===== config.mk =====
export PLATFORM = sky130hd
export DESIGN_NAME = frag_node_seq
export DESIGN_NICKNAME = d
export VERILOG_FILES = /design/src/rtl/frag_seq_pkg.sv /design/src/rtl/node_rule_chk.sv /design/src/rtl/node_addr_gen.sv /design/src/rtl/node_seq_fsm.sv /design/src/rtl/frag_node_seq.sv
export SDC_FILE = /design/constraint.sdc
export NUM_CORES = 1
export LEC_CHECK = 0
export CORE_MARGIN = 1
export CORE_UTILIZATION = 40
export DETAILED_ROUTE_END_ITERATION = 7
export DONT_BUFFER_PORTS = 1
export PLACE_DENSITY = 0.6
export SYNTH_ARGS = -nofsm -noshare
export SYNTH_HDL_FRONTEND = slang
export SYNTH_SLANG_ARGS = --single-unit

===== constraint.sdc =====
create_clock -name clk -period 5.4 [get_ports clk]
set_input_delay 0.81 -clock clk [delete_from_list [all_inputs] [get_ports clk]]
set_output_delay 0.81 -clock clk [all_outputs]
set_load 0.05 [all_outputs]

===== src/rtl/frag_seq_pkg.sv =====
// Shared types for the shader node sequencer.
// Assumes: consumers import the package before using phase_t.
package frag_seq_pkg;
    typedef enum logic [1:0] {
        PH_IDLE = 2'd0,
        PH_TEX  = 2'd1,
        PH_ALU  = 2'd2
    } phase_t;
endpackage


===== src/rtl/node_rule_chk.sv =====
// Screens the node descriptors against the program rules and works out
// the first active slot. Purely combinational.
// Assumes: NODES is a power of two, so last_node never exceeds NODES-1.
module node_rule_chk #(
    parameter int NODES = 4,
    parameter int SW    = $clog2(NODES)
) (
    input  logic [SW-1:0]    last_node,
    input  logic [NODES-1:0] node_tex_en,
    input  logic [NODES-1:0] node_last,
    output logic [SW-1:0]    first_slot,
    output logic             rules_ok
);
    localparam logic [NODES-1:0] TOP_MARK = {1'b1, {(NODES-1){1'b0}}};
    localparam logic [SW-1:0]    TOP_SLOT = SW'(NODES-1);

    // Right-justified layout: first slot sits last_node below the top slot.
    always_comb begin
        first_slot = TOP_SLOT - last_node;
    end

    // Marker must sit on the top slot only; later active slots need TEX ops.
    always_comb begin
        rules_ok = (node_last == TOP_MARK);
        for (int s = 0; s < NODES; s++) begin
            if ((SW'(s) > first_slot) && !node_tex_en[s]) begin
                rules_ok = 1'b0;
            end
        end
    end
endmodule


===== src/rtl/node_addr_gen.sv =====
// Forms one stream's instruction address from master base, node offset
// and running index; wraps modulo 2^AW.
// Assumes: LW <= AW.
module node_addr_gen #(
    parameter int AW = 8,
    parameter int LW = 6
) (
    input  logic [AW-1:0] base,
    input  logic [AW-1:0] ofs,
    input  logic [LW-1:0] idx,
    output logic [AW-1:0] addr
);
    // Three-term sum truncated to the address width.
    always_comb begin
        addr = base + ofs + AW'(idx);
    end
endmodule


===== src/rtl/node_seq_fsm.sv =====
// Walks the active slots from the first to the top one; per slot runs the
// texture group, then the ALU group, advancing only on accepted handshakes.
// Assumes: descriptor inputs are held stable while a program is running.
module node_seq_fsm
    import frag_seq_pkg::*;
#(
    parameter int NODES = 4,
    parameter int LW    = 6,
    parameter int SW    = $clog2(NODES)
) (
    input  logic               clk,
    input  logic               rst_n,
    input  logic               start,
    input  logic               rules_ok,
    input  logic [SW-1:0]      first_slot,
    input  logic [NODES-1:0]   node_tex_en,
    input  logic [NODES*LW-1:0] node_tex_end,
    input  logic [NODES*LW-1:0] node_alu_end,
    input  logic               tex_ready,
    input  logic               alu_ready,
    output logic               tex_valid,
    output logic               alu_valid,
    output logic [SW-1:0]      slot,
    output logic [LW-1:0]      idx,
    output logic               done,
    output logic               error
);
    localparam logic [SW-1:0] TOP_SLOT = SW'(NODES-1);

    phase_t       phase;
    logic [LW-1:0] tex_end_cur;
    logic [LW-1:0] alu_end_cur;

    // Select the end fields of the slot being executed.
    always_comb begin
        tex_end_cur = node_tex_end[int'(slot)*LW +: LW];
        alu_end_cur = node_alu_end[int'(slot)*LW +: LW];
    end

    // Offer strobes follow the phase register directly.
    always_comb begin
        tex_valid = (phase == PH_TEX);
        alu_valid = (phase == PH_ALU);
    end

    // Phase, slot and index sequencing with one-cycle done/error pulses.
    always_ff @(posedge clk) begin
        if (!rst_n) begin
            phase <= PH_IDLE;
            slot  <= '0;
            idx   <= '0;
            done  <= 1'b0;
            error <= 1'b0;
        end else begin
            done  <= 1'b0;
            error <= 1'b0;
            case (phase)
                PH_IDLE: begin
                    if (start) begin
                        if (!rules_ok) begin
                            error <= 1'b1;
                        end else begin
                            slot  <= first_slot;
                            idx   <= '0;
                            phase <= node_tex_en[first_slot] ? PH_TEX : PH_ALU;
                        end
                    end
                end
                PH_TEX: begin
                    if (tex_ready) begin
                        if (idx == tex_end_cur) begin
                            idx   <= '0;
                            phase <= PH_ALU;
                        end else begin
                            idx <= idx + 1'b1;
                        end
                    end
                end
                PH_ALU: begin
                    if (alu_ready) begin
                        if (idx == alu_end_cur) begin
                            idx <= '0;
                            if (slot == TOP_SLOT) begin
                                phase <= PH_IDLE;
                                done  <= 1'b1;
                            end else begin
                                slot  <= slot + 1'b1;
                                phase <= PH_TEX;
                            end
                        end else begin
                            idx <= idx + 1'b1;
                        end
                    end
                end
                default: phase <= PH_IDLE;
            endcase
        end
    end
endmodule


===== src/rtl/frag_node_seq.sv =====
// Top of the shader node sequencer: rule screening, sequencing control and
// one address generator per instruction stream.
// Assumes: configuration inputs stable from start until done.
module frag_node_seq #(
    parameter int AW    = 8,
    parameter int LW    = 6,
    parameter int NODES = 4,
    parameter int SW    = $clog2(NODES)
) (
    input  logic                clk,
    input  logic                rst_n,
    input  logic                start,
    input  logic [SW-1:0]       last_node,
    input  logic [AW-1:0]       tex_base,
    input  logic [AW-1:0]       alu_base,
    input  logic [NODES-1:0]    node_tex_en,
    input  logic [NODES-1:0]    node_last,
    input  logic [NODES*AW-1:0] node_tex_ofs,
    input  logic [NODES*LW-1:0] node_tex_end,
    input  logic [NODES*AW-1:0] node_alu_ofs,
    input  logic [NODES*LW-1:0] node_alu_end,
    input  logic                tex_ready,
    output logic                tex_valid,
    output logic [AW-1:0]       tex_addr,
    input  logic                alu_ready,
    output logic                alu_valid,
    output logic [AW-1:0]       alu_addr,
    output logic                done,
    output logic                error
);
    logic [SW-1:0] first_slot;
    logic          rules_ok;
    logic [SW-1:0] slot;
    logic [LW-1:0] idx;
    logic [AW-1:0] tex_ofs_cur;
    logic [AW-1:0] alu_ofs_cur;

    node_rule_chk #(.NODES(NODES), .SW(SW)) u_rules (
        .last_node  (last_node),
        .node_tex_en(node_tex_en),
        .node_last  (node_last),
        .first_slot (first_slot),
        .rules_ok   (rules_ok)
    );

    node_seq_fsm #(.NODES(NODES), .LW(LW), .SW(SW)) u_fsm (
        .clk         (clk),
        .rst_n       (rst_n),
        .start       (start),
        .rules_ok    (rules_ok),
        .first_slot  (first_slot),
        .node_tex_en (node_tex_en),
        .node_tex_end(node_tex_end),
        .node_alu_end(node_alu_end),
        .tex_ready   (tex_ready),
        .alu_ready   (alu_ready),
        .tex_valid   (tex_valid),
        .alu_valid   (alu_valid),
        .slot        (slot),
        .idx         (idx),
        .done        (done),
        .error       (error)
    );

    // Offsets of the slot currently being executed.
    always_comb begin
        tex_ofs_cur = node_tex_ofs[int'(slot)*AW +: AW];
        alu_ofs_cur = node_alu_ofs[int'(slot)*AW +: AW];
    end

    node_addr_gen #(.AW(AW), .LW(LW)) u_tex_addr (
        .base(tex_base),
        .ofs (tex_ofs_cur),
        .idx (idx),
        .addr(tex_addr)
    );

    node_addr_gen #(.AW(AW), .LW(LW)) u_alu_addr (
        .base(alu_base),
        .ofs (alu_ofs_cur),
        .idx (idx),
        .addr(alu_addr)
    );
endmodule


==> results of run 1 <==
## per-layer routing
layer  track usage, %  up-vias  wire length, microns
li1                 -      820                     -
met1             19.8      806                  1990
met2             34.7      113                  2890
met3             2.87        6                   518
met4             4.55        0                    85
met5                0        -                     0
## critical path, cell delays in order, from the launching register on
cell and delay [ns]:
dfxtp_1 0.69, buf_4 0.35, mux4_2 0.34, fa_1 0.45, ha_1 0.34, a21oi_1 0.10
o21bai_1 0.13, a21oi_1 0.09, xnor2_1 0.87
## logic make-up after synthesis
group	synth area share, %
flops	10.1
fa+ha+maj	22.4
mux	30.7
xor+xnor	10.3
simple gates	8.70
compound gates	11.9
buf+inv	5.91
## stage by stage
step	area (sq um)	hold WS, ns	setup slack [ns]	cells	util [%]
floorplan	2370	0.484	0.399	216	-
global placement	2490	0.506	1.09	289	44.4
detailed placement	2490	0.525	1.07	289	44.4
CTS	2530	0.532	0.936	292	45.2
global route	2530	0.562	0.770	292	45.2
finish	2530	0.531	0.989	292	45.2
## how the worst min path moves through the flow
stage	startpoint	end	slack, ns	cells after the start
detailed placement	u_fsm.phase[1]	u_fsm.phase[1]	0.52	2
floorplan	u_fsm.phase[1]	u_fsm.phase[1]	0.48	2
global placement	u_fsm.phase[1]	u_fsm.phase[1]	0.51	2
global route	u_fsm.phase[1]	u_fsm.phase[1]	0.56	2
CTS	u_fsm.phase[1]	u_fsm.phase[1]	0.53	2
finish	u_fsm.phase[1]	u_fsm.phase[1]	0.53	2
## sequential cells by signal (all words and copies together) (netlist names)
signal,count
u_fsm.idx,6
u_fsm.phase,2
u_fsm.slot,2
u_fsm.done,1
u_fsm.error,1
## cells in the final DEF (no fill, tap or decap), types with 2 or more instances in the layout
cell type	netlist	routed
a21o_1	8	8
a21oi_1	9	9
a221oi_1	3	3
a22o_1	2	2
and3_1	2	2
buf_4	0	11
clkbuf_8	0	3
dfxtp_1	12	11
fa_1	14	14
ha_1	20	20
inv_1	23	23
mux2i_1	3	3
mux4_1	9	9
mux4_2	20	20
nand2_1	13	13
nand2b_1	4	4
nand3_1	3	3
nor2_1	4	4
nor2b_1	2	2
nor3_1	4	4
o21ai_0	4	4
o21bai_1	4	4
xnor2_1	21	21
xor2_1	5	5
## final cells by class
type | count | area [sq um] | share of cell area [%]
multi-input cells | 171 | 1990 | 78.6
flip-flops and latches | 12 | 241 | 9.53
well taps | 72 | 90.1 | 3.56
inverters | 23 | 86.3 | 3.41
repair buffers | 11 | 82.6 | 3.26
clock buffers | 3 | 41.3 | 1.63
## power groups by stage
stage | registers (W) | logic (W) | clock network [W]
finish | 0.0000933 | 0.000283 | 0.0000783
global route | 0.0000935 | 0.000304 | 0.0000852
CTS | 0.0000933 | 0.000286 | 0.0000805
detailed placement | 0.0000952 | 0.000285 | 0
global placement | 0.0000951 | 0.000283 | 0
floorplan | 0.0000940 | 0.000239 | 0
==> key figures, run 1 <==
Detailed routing
  – Post-route DRC: 0
  – DR iter-0 viols: 39
  – Via count: 1745
  – Via-to-Cell Ratio: 5.98
  – Detailed Routing Iterations Pass 1: 3
  – Final wirelength: 5480 microns
  – WL per Instance: 18.8 microns
  – Antenna viol nets, final: 0

Power
  – Power Dens Cells: 179 nW/um^2
  – Sequential group share of total power: 20.5%
  – VDD IR max: 0.0887 mV
  – Overall power: 0.000454 W
  – Power Internal: 0.000238 W
  – Leak pwr: 1.03 nW
  – Clock power share: 17.2%
  – Psw: 0.000216 W
  – Switching share of power: 47.6%
  – Combinational share of power: 62.2%

Timing
  – Pins Over Slew Limit: 0
  – Fin Setup TNS: 0 ns
  – RSZ-0062 raised after global routing: no
  – Hold Fails Final Rpt: 0
  – Minimum clock period after layout: 4.41 ns
  – Fmax achieved: 0.227 GHz
  – Worst slew pin tran: 1.10 ns
  – Max_slew headroom: 26.0%
  – Final setup fails: 0
  – Final worst path period share: 81.7%
  – Worst clock skew: 0.00243 ns

Cells and area
  – Area Overhead vs Synth: 6.80%
  – Final nets: 399
  – Antenna diode count: 0
  – Layout cells sized above 1: 19.5%
  – Fillers: 519

Worst setup path
  – Worst flop-to-flop path startpoint: u_fsm.slot[0]
  – Element type at the critical path end: primary output
  – CP Launch Point: u_fsm.slot[1]
  – Peak fanout along the critical path: 18
  – Worst R2R End: u_fsm.idx[0]
  – R2R depth: 7
  – Setup crit end: alu_addr[7]
  – Class of the most critical setup path: reg2out
  – Required @ worst endpoint: 4.59 ns
  – CP arrival: 3.60 ns
  – Reg-to-reg slack, setup: 2.67 ns
  – Startpoint Class: flip-flop

Logic synthesis
  – Top cell type's share of synthesized area: 19.0%
  – Synth area leaders: mux4_2 19%, fa_1 12%, ha_1 11%, dfxtp_1 10%, mux4_1 10%
  – Post-Syn Instances: 216
  – Post-synth EDFFs: 0
  – Top-count cell post-synth: inv_1
  – Async set-or-reset flop fraction in the synthesized netlist: 0%
  – Post-Syn Nets: 393
  – Post-synth top cells: 23 x inv_1, 21 x xnor2_1, 20 x ha_1, 20 x mux4_2, 14 x fa_1
  – Synth area leader: mux4_2
  – Cell variety after synth: 43
  – Post-Syn Area per Cell: 11.0 sq um
  – Ys flop type: dfxtp_1
  – Post-synthesis sequential area ratio: 10.1%
  – Yosys Warn Count: 0
  – Synthesized area: 2370 sq um
  – Flops & latches, synth: 12

Hold path
  – Hold Path Class: reg2reg

Global route
  – GRT overflow: 0
  – Overall routing resource usage: 17.9%
  – Initial antenna violation count: 0
  – First-pass GRT wire length: 8540 microns
  – Largest net degree at the start of global routing: 20
  – Vias in the first global route: 1814

Clock network
  – CTS tree: built
  – Clk buf depth: 2
  – CTS Hold Buffers Added: 0
  – Clock sink count: 12
  – Root Driver: clkbuf_8
  – CTS resizes: 0
  – CTS clock-pin slew for the worst setup and hold paths: 0.05 ns
  – Skew-Pair Late Insertion Delay: 0.23 ns
  – H-Tree Depth: 1
  – # Post-CTS Setup Buffers: 0
  – TritonCTS Buffers: 3

Outcome
  – Outcome: completed

Die
  – Die Wd: 79.0 microns
  – # IOs: 163
  – Initial Utilization: 42.3%
  – Core footprint: 5610 sq um
  – Row cnt: 27
  – Die H: 79.0 microns
  – Die Footprint: 6240 sq um

Placed design
  – GPL Wtd Cong: 0.831
  – HPWL Detailed: 4820 microns
  – I/O Buffers: 0

Job
  – Max_cap viols: 0
Power figures use the tool's default switching activity.
==> inputs of run 2 (changes only) <==
==> constraint.sdc (replaced) <==
create_clock -name clk -period 4.2 [get_ports clk]
set_input_delay 0.63 -clock clk [delete_from_list [all_inputs] [get_ports clk]]
set_output_delay 0.63 -clock clk [all_outputs]
set_load 0.05 [all_outputs]
==> run 2 against run 1 <==
- clock-buffer cell count did not move
- critical path depth rose by 1
- sequential power is 29% higher
- final cell count up 1.0%
- register-to-register slack lost 1.2 ns
- clock skew hardly changed
- non-clock buffer count increased by 3
- wire length grew 4.1%
- global-route usage increased by 0.75 points
- via count is 0.74% higher
- final area rose by 4.6%
- first-iteration DRC count shrank 7.7%
- critical endpoint unchanged
==> key figures, run 2 (same netlist as run 1, synthesis figures left out) <==
Worst setup path
  – Setup crit end: alu_addr[7]
  – CP Launch Point: u_fsm.slot[0]
  – Startpoint Class: flip-flop
  – R2R depth: 7 (unchanged)
  – Worst flop-to-flop path startpoint: u_fsm.slot[0]
  – Reg-to-reg slack, setup: 1.43 ns (-1.24 ns)
  – Element type at the critical path end: primary output
  – Worst R2R End: u_fsm.idx[0]
  – CP arrival: 3.37 ns (-0.23 ns)
  – Required @ worst endpoint: 3.57 ns (-1.02 ns)
  – Class of the most critical setup path: reg2out
  – Peak fanout along the critical path: 11 (-7)

Die
  – Initial Utilization: 42.3% (unchanged)
  – # IOs: 163 (unchanged)
  – Die H: 79.0 microns (unchanged)
  – Die Footprint: 6240 sq um (unchanged)
  – Die Wd: 79.0 microns (unchanged)
  – Core footprint: 5610 sq um (unchanged)
  – Row cnt: 27 (unchanged)

Timing
  – Final setup fails: 0 (unchanged)
  – Worst clock skew: 0.00293 ns (+0.000496 ns)
  – Worst slew pin tran: 0.733 ns (-0.369 ns)
  – Hold WS: 0.521 ns (-0.00998 ns)
  – Hold Fails Final Rpt: 0 (unchanged)
  – Pins Over Slew Limit: 0 (unchanged)
  – Final worst path period share: 95.3%
  – RSZ-0062 raised after global routing: no
  – Minimum clock period after layout: 4.00 ns
  – Fmax achieved: 0.250 GHz
  – Max_slew headroom: 51.1% (+25 points)
  – Fin Setup TNS: 0 ns (unchanged)

Detailed routing
  – Detailed Routing Iterations Pass 1: 4 (+1)
  – DR iter-0 viols: 36 (-7.7%)
  – Via count: 1758 (+0.74%)
  – WL per Instance: 19.3 microns (+3.0%)
  – Antenna viol nets, final: 0 (unchanged)
  – Final wirelength: 5700 microns (+4.1%)
  – Post-route DRC: 0 (unchanged)
  – Via-to-Cell Ratio: 5.96 (-0.28%)

Power
  – Psw: 0.000297 W (+37%)
  – Switching share of power: 46.2% (-1.3 points)
  – Leak pwr: 1.08 nW (+4.6%)
  – Clock power share: 16.2% (-1.0 points)
  – Sequential group share of total power: 18.6% (-1.9 points)
  – Power Internal: 0.000345 W (+45%)
  – Power Dens Cells: 242 nW/um^2 (+35%)
  – Combinational share of power: 65.1% (+2.9 points)
  – VDD IR max: 0.130 mV (+46%)

Cells and area
  – Biggest regs: u_fsm.idx (6), u_fsm.phase (2), u_fsm.slot (2)
  – Commonest non-fill, non-tap cell in the layout: inv_1
  – Layout cells sized above 1: 23.3% (+3.8 points)
  – Largest reg by FF count: u_fsm.idx
  – Antenna diode count: 0 (unchanged)
  – Max reg flops: 6 (unchanged)
  – Commonest non-fill, non-tap cells in the layout: 23 x inv_1, 20 x mux4_2, 20 x ha_1
  – Final nets: 402 (+0.75%)
  – Area Overhead vs Synth: 11.7%
  – Fillers: 529 (+1.9%)

Outcome
  – Outcome: completed

Global route
  – Global route hottest layer: met2
  – GRT overflow: 0 (unchanged)
  – First-pass GRT wire length: 8780 microns (+2.7%)
  – Vias in the first global route: 1869 (+3.0%)
  – Overall routing resource usage: 18.6% (+0.75 points)
  – Routing usage on met3: 3.10% (+0.23 points)
  – Routing usage on met1: 19.9% (+0.043 points)
  – Largest net degree at the start of global routing: 20 (unchanged)
  – Initial antenna violation count: 0 (unchanged)
  – Met2 usage: 38.0% (+3.3 points)

Hold path
  – Hold Path Class: in2reg
  – Worst hold start: rst_n

Clock network
  – H-Tree Depth: 1 (unchanged)
  – CTS tree: built
  – Clk buf depth: 2 (unchanged)
  – CTS Hold Buffers Added: 0 (unchanged)
  – Skew-Pair Late Insertion Delay: 0.24 ns (about the same)
  – Clock sink count: 12 (unchanged)
  – Root Driver: clkbuf_8
  – CTS clock-pin slew for the worst setup and hold paths: 0.05 ns (about the same)
  – TritonCTS Buffers: 3 (unchanged)

Job
  – Max_cap viols: 0 (unchanged)

Placed design
  – GPL Wtd Cong: 0.870 (+4.7%)
  – HPWL Detailed: 4920 microns (+2.0%)
  – I/O Buffers: 0 (unchanged)
## run 2: how the worst min path moves through the flow
stage	to	slack, ns	cells past startpoint
floorplan	u_fsm.phase[1]	0.48	2
global placement	u_fsm.phase[1]	0.51	2
detailed placement	u_fsm.phase[1]	0.52	2
CTS	u_fsm.slot[0]	0.52	1
global route	u_fsm.slot[0]	0.51	1
finish	u_fsm.slot[0]	0.52	1
## run 2: layer usage
metal	vias to the layer above	routed length (microns)
li1	819	-
met1	822	2020
met2	112	3100
met3	5	542
met4	0	31
met5	-	0
## run 2: layout make-up
| class | instances | area, sq um | share of cell area [%] |
|---|---|---|---|
| multi-input cells | 171 | 2040 | 77.1 |
| flip-flops and latches | 12 | 245 | 9.25 |
| repair buffers | 14 | 143 | 5.38 |
| well taps | 72 | 90.1 | 3.40 |
| inverters | 23 | 86.3 | 3.26 |
| clock buffers | 3 | 41.3 | 1.56 |
## run 2: power by group through the flow
stage	registers (W)	logic, W	clock network, W
6_report	0.000120	0.000418	0.000104
5_1_grt	0.000120	0.000446	0.000112
4_1_cts	0.000120	0.000414	0.000107
3_5_place_dp	0.000123	0.000412	0
3_3_place_gp	0.000123	0.000408	0
2_1_floorplan	0.000121	0.000320	0
## run 2: what timing repair did
item,4_1_cts,5_1_grt
resized for setup,0,5
endpoints found under the setup margin,0,2
buffers inserted,0,0
## run 2: per-stage QoR
| stage | area, sq um | instances | setup slack [ns] | power [W] | utilization [%] |
|---|---|---|---|---|---|
| finish | 2650 | 295 | 0.197 | 0.000642 | 47.3 |
| global route | 2650 | 295 | 0.0135 | 0.000677 | 47.3 |
| CTS | 2630 | 295 | 0.0235 | 0.000641 | 46.9 |
| detailed placement | 2590 | 292 | 0.291 | 0.000535 | 46.1 |
| global placement | 2590 | 292 | 0.356 | 0.000531 | 46.1 |
| floorplan | 2410 | 216 | 0.0582 | 0.000441 | - |
## run 2: critical path, stage by stage (launching register included)
cell	delay, ns
dfxtp_4	0.47
mux4_2	0.55
fa_1	0.47
ha_1	0.25
fa_1	0.41
a21o_1	0.17
a21oi_1	0.22
o21bai_1	0.11
a21oi_2	0.25
xnor2_4	0.24
==> inputs of run 3 (changes only) <==
--- a/config.mk
+++ b/config.mk
@@ -9,7 +9,7 @@
 export CORE_UTILIZATION = 40
 export DETAILED_ROUTE_END_ITERATION = 7
 export DONT_BUFFER_PORTS = 1
-export PLACE_DENSITY = 0.6
+export PLACE_DENSITY = 0.62
 export SYNTH_ARGS = -nofsm -noshare
 export SYNTH_HDL_FRONTEND = slang
 export SYNTH_SLANG_ARGS = --single-unit
==> constraint.sdc (replaced) <==
create_clock -name clk -period 3.2 [get_ports clk]
set_input_delay 0.48 -clock clk [delete_from_list [all_inputs] [get_ports clk]]
set_output_delay 0.48 -clock clk [all_outputs]
set_load 0.05 [all_outputs]
==> run 3 against run 2 <==
- the flow now finishes with violations (negative setup slack)
- die area stayed put
- critical path depth is 3 higher
- total power is 59% higher
- first-iteration DRC count is 11% lower
- global-route usage is 1.0 points higher
- final cell count is 9.5% higher
- hold slack worse by 0.14 ns
- sequential power is 30% higher
- via count is 5.9% higher
- critical path type unchanged
- critical endpoint is now tex_addr[7]
- largest cell class unchanged
- highest routed layer unchanged
==> key figures, run 3 (same netlist as run 1, synthesis figures left out) <==
Outcome
  – Outcome: complete, but fails checks
  – Failing checks: negative setup slack

Timing
  – Fmax achieved: 0.280 GHz
  – Hold Fails Final Rpt: 0 (unchanged)
  – RSZ-0062 raised after global routing: yes
  – Final worst path period share: 111%
  – Final setup fails: 9 (+9)
  – Minimum clock period after layout: 3.57 ns
  – Final Worst Setup Slack: -0.368 ns (-0.565 ns)
  – Max_slew headroom: 52.1% (+0.97 points)
  – Worst slew pin tran: 0.712 ns (-0.0209 ns)
  – Pins Over Slew Limit: 0 (unchanged)
  – Worst clock skew: 0.0124 ns (+0.00946 ns)
  – Fin Setup TNS: -2.29 ns (-2.29 ns)
  – Hold WS: 0.383 ns (-0.138 ns)

Global route
  – Largest net degree at the start of global routing: 18 (-10%)
  – GRT overflow: 0 (unchanged)
  – Overall routing resource usage: 19.6% (+1.0 points)
  – Vias in the first global route: 1969 (+5.4%)
  – First-pass GRT wire length: 9250 microns (+5.4%)
  – Initial antenna violation count: 0 (unchanged)

Cells and area
  – Final nets: 429 (+6.7%)
  – Largest reg by FF count: u_fsm.idx
  – Area Overhead vs Synth: 32.4%
  – Antenna diode count: 0 (unchanged)
  – Commonest non-fill, non-tap cells in the layout: 26 x buf_4, 20 x mux4_2, 20 x inv_1
  – Biggest regs: u_fsm.idx (6), u_fsm.phase (2), u_fsm.slot (2)
  – Max reg flops: 6 (unchanged)
  – Layout cells sized above 1: 39.8% (+17 points)
  – Fillers: 478 (-9.6%)
  – Commonest non-fill, non-tap cell in the layout: buf_4
  – Final Core Density: 56.0% (+8.7 points)

Worst setup path
  – Peak fanout along the critical path: 8 (-3)
  – Slowest CP cell: mux4_2
  – Crit path cell chain: mux4_2, fa_1, ha_2, inv_2, fa_2, inv_2, a21oi_2, o21bai_4, a21o_1, a21oi_4, xnor2_4, buf_12
  – Crit path buf inv count: 3 (+3)
  – Required @ worst endpoint: 2.72 ns (-0.85 ns)
  – Crit path max-delay family: adder cells
  – Element type at the critical path end: primary output
  – Most used cell, CP: inv_2
  – Class of the most critical setup path: reg2out
  – Startpoint Class: flip-flop
  – Critical path's largest stage delay: 0.53 ns (-0.02 ns)
  – CP arrival: 3.09 ns (-0.28 ns)

Die
  – Die H: 79.0 microns (unchanged)
  – Die Wd: 79.0 microns (unchanged)
  – Initial Utilization: 42.3% (unchanged)
  – Die Footprint: 6240 sq um (unchanged)
  – Row cnt: 27 (unchanged)
  – # IOs: 163 (unchanged)
  – Core footprint: 5610 sq um (unchanged)

Clock network
  – Root Driver: clkbuf_8
  – CTS Hold Buffers Added: 0 (unchanged)
  – CTS tree: built
  – TritonCTS Buffers: 3 (unchanged)
  – Clock sink count: 12 (unchanged)
  – Skew-Pair Late Insertion Delay: 0.25 ns (about the same)
  – Clk buf depth: 2 (unchanged)
  – H-Tree Depth: 1 (unchanged)
  – CTS clock-pin slew for the worst setup and hold paths: 0.06 ns (about the same)

Power
  – VDD IR max: 0.241 mV (+86%)
  – Clock power share: 14.1% (-2.1 points)
  – Leak pwr: 1.30 nW (+20%)
  – Psw: 0.000445 W (+50%)
  – Power Dens Cells: 326 nW/um^2 (+34%)
  – Power Internal: 0.000578 W (+67%)
  – Switching share of power: 43.5% (-2.7 points)
  – Combinational share of power: 70.6% (+5.5 points)
  – Sequential group share of total power: 15.2% (-3.4 points)

Placed design
  – I/O Buffers: 0 (unchanged)
  – GPL Wtd Cong: 0.757 (-13%)
  – Pre-CTS setup slack: -0.138 ns (-0.428 ns)
  – HPWL Detailed: 5250 microns (+6.7%)

Detailed routing
  – Via count: 1862 (+5.9%)
  – Antenna viol nets, final: 0 (unchanged)
  – Detailed Routing Iterations Pass 1: 4 (unchanged)
  – Post-route DRC: 0 (unchanged)
  – Via-to-Cell Ratio: 5.76 (-3.3%)
  – Final wirelength: 5920 microns (+3.9%)
  – DR iter-0 viols: 32 (-11%)
  – WL per Instance: 18.3 microns (-5.1%)

Hold path
  – Hold Path Class: in2reg

Job
  – Max_cap viols: 0 (unchanged)
## run 3: what timing repair did
action | 4_1_cts | 5_1_grt
pin swaps | 5 | 11
gates resized for setup | 7 | 8
gates cloned | 0 | 0
endpoints found under the setup margin | 9 | 11
buffers inserted | 2 | 6
## run 3: path summary, 6_finish.rpt
| kind | start | endpoint | slack (ns) | cells after the start |
|---|---|---|---|---|
| worst min-delay path | rst_n | u_fsm.slot[0] | 0.38 | 1 |
| worst max register to register | u_fsm.slot[0] | u_fsm.idx[0] | 0.37 | 8 |
| worst min register to register | u_fsm.phase[1] | u_fsm.phase[1] | 0.53 | 2 |
| worst max-delay path | u_fsm.slot[0] | tex_addr[7] | -0.37 | 12 |
## run 3: layout make-up
cell class	count	area, sq um	share of cell area, %
multi-input cells	171	2250	71.6
repair buffers	41	425	13.5
clock buffers	4	45.0	1.43
flip-flops and latches	12	244	7.77
well taps	72	90.1	2.87
inverters	23	86.3	2.75
## run 3: power groups by stage
stage          clock network (W)  logic [W]  registers (W)
3_3_place_gp                   0   0.000674       0.000159
3_5_place_dp                   0   0.000682       0.000159
2_1_floorplan                  0   0.000502       0.000158
6_report                0.000145   0.000723       0.000156
4_1_cts                 0.000145   0.000705       0.000156
5_1_grt                 0.000153   0.000762       0.000156
## run 3: through the flow
stage | power, W | cells | cell area (sq um)
after CTS | 0.00101 | 317 | 3050
after floorplan | 0.000660 | 216 | 2610
after global placement | 0.000833 | 311 | 2950
final | 0.00102 | 323 | 3140
after global routing | 0.00107 | 323 | 3140
after detailed placement | 0.000841 | 311 | 2950
## run 3: routing by layer
| metal | up-vias | track usage, % | share of wire (%) |
|---|---|---|---|
| met5 | - | 0 | 0 |
| met4 | 0 | 4.55 | 0.93 |
| met3 | 5 | 3.68 | 8.8 |
| met2 | 116 | 39.1 | 55 |
| met1 | 865 | 20.9 | 36 |
| li1 | 876 | - | - |
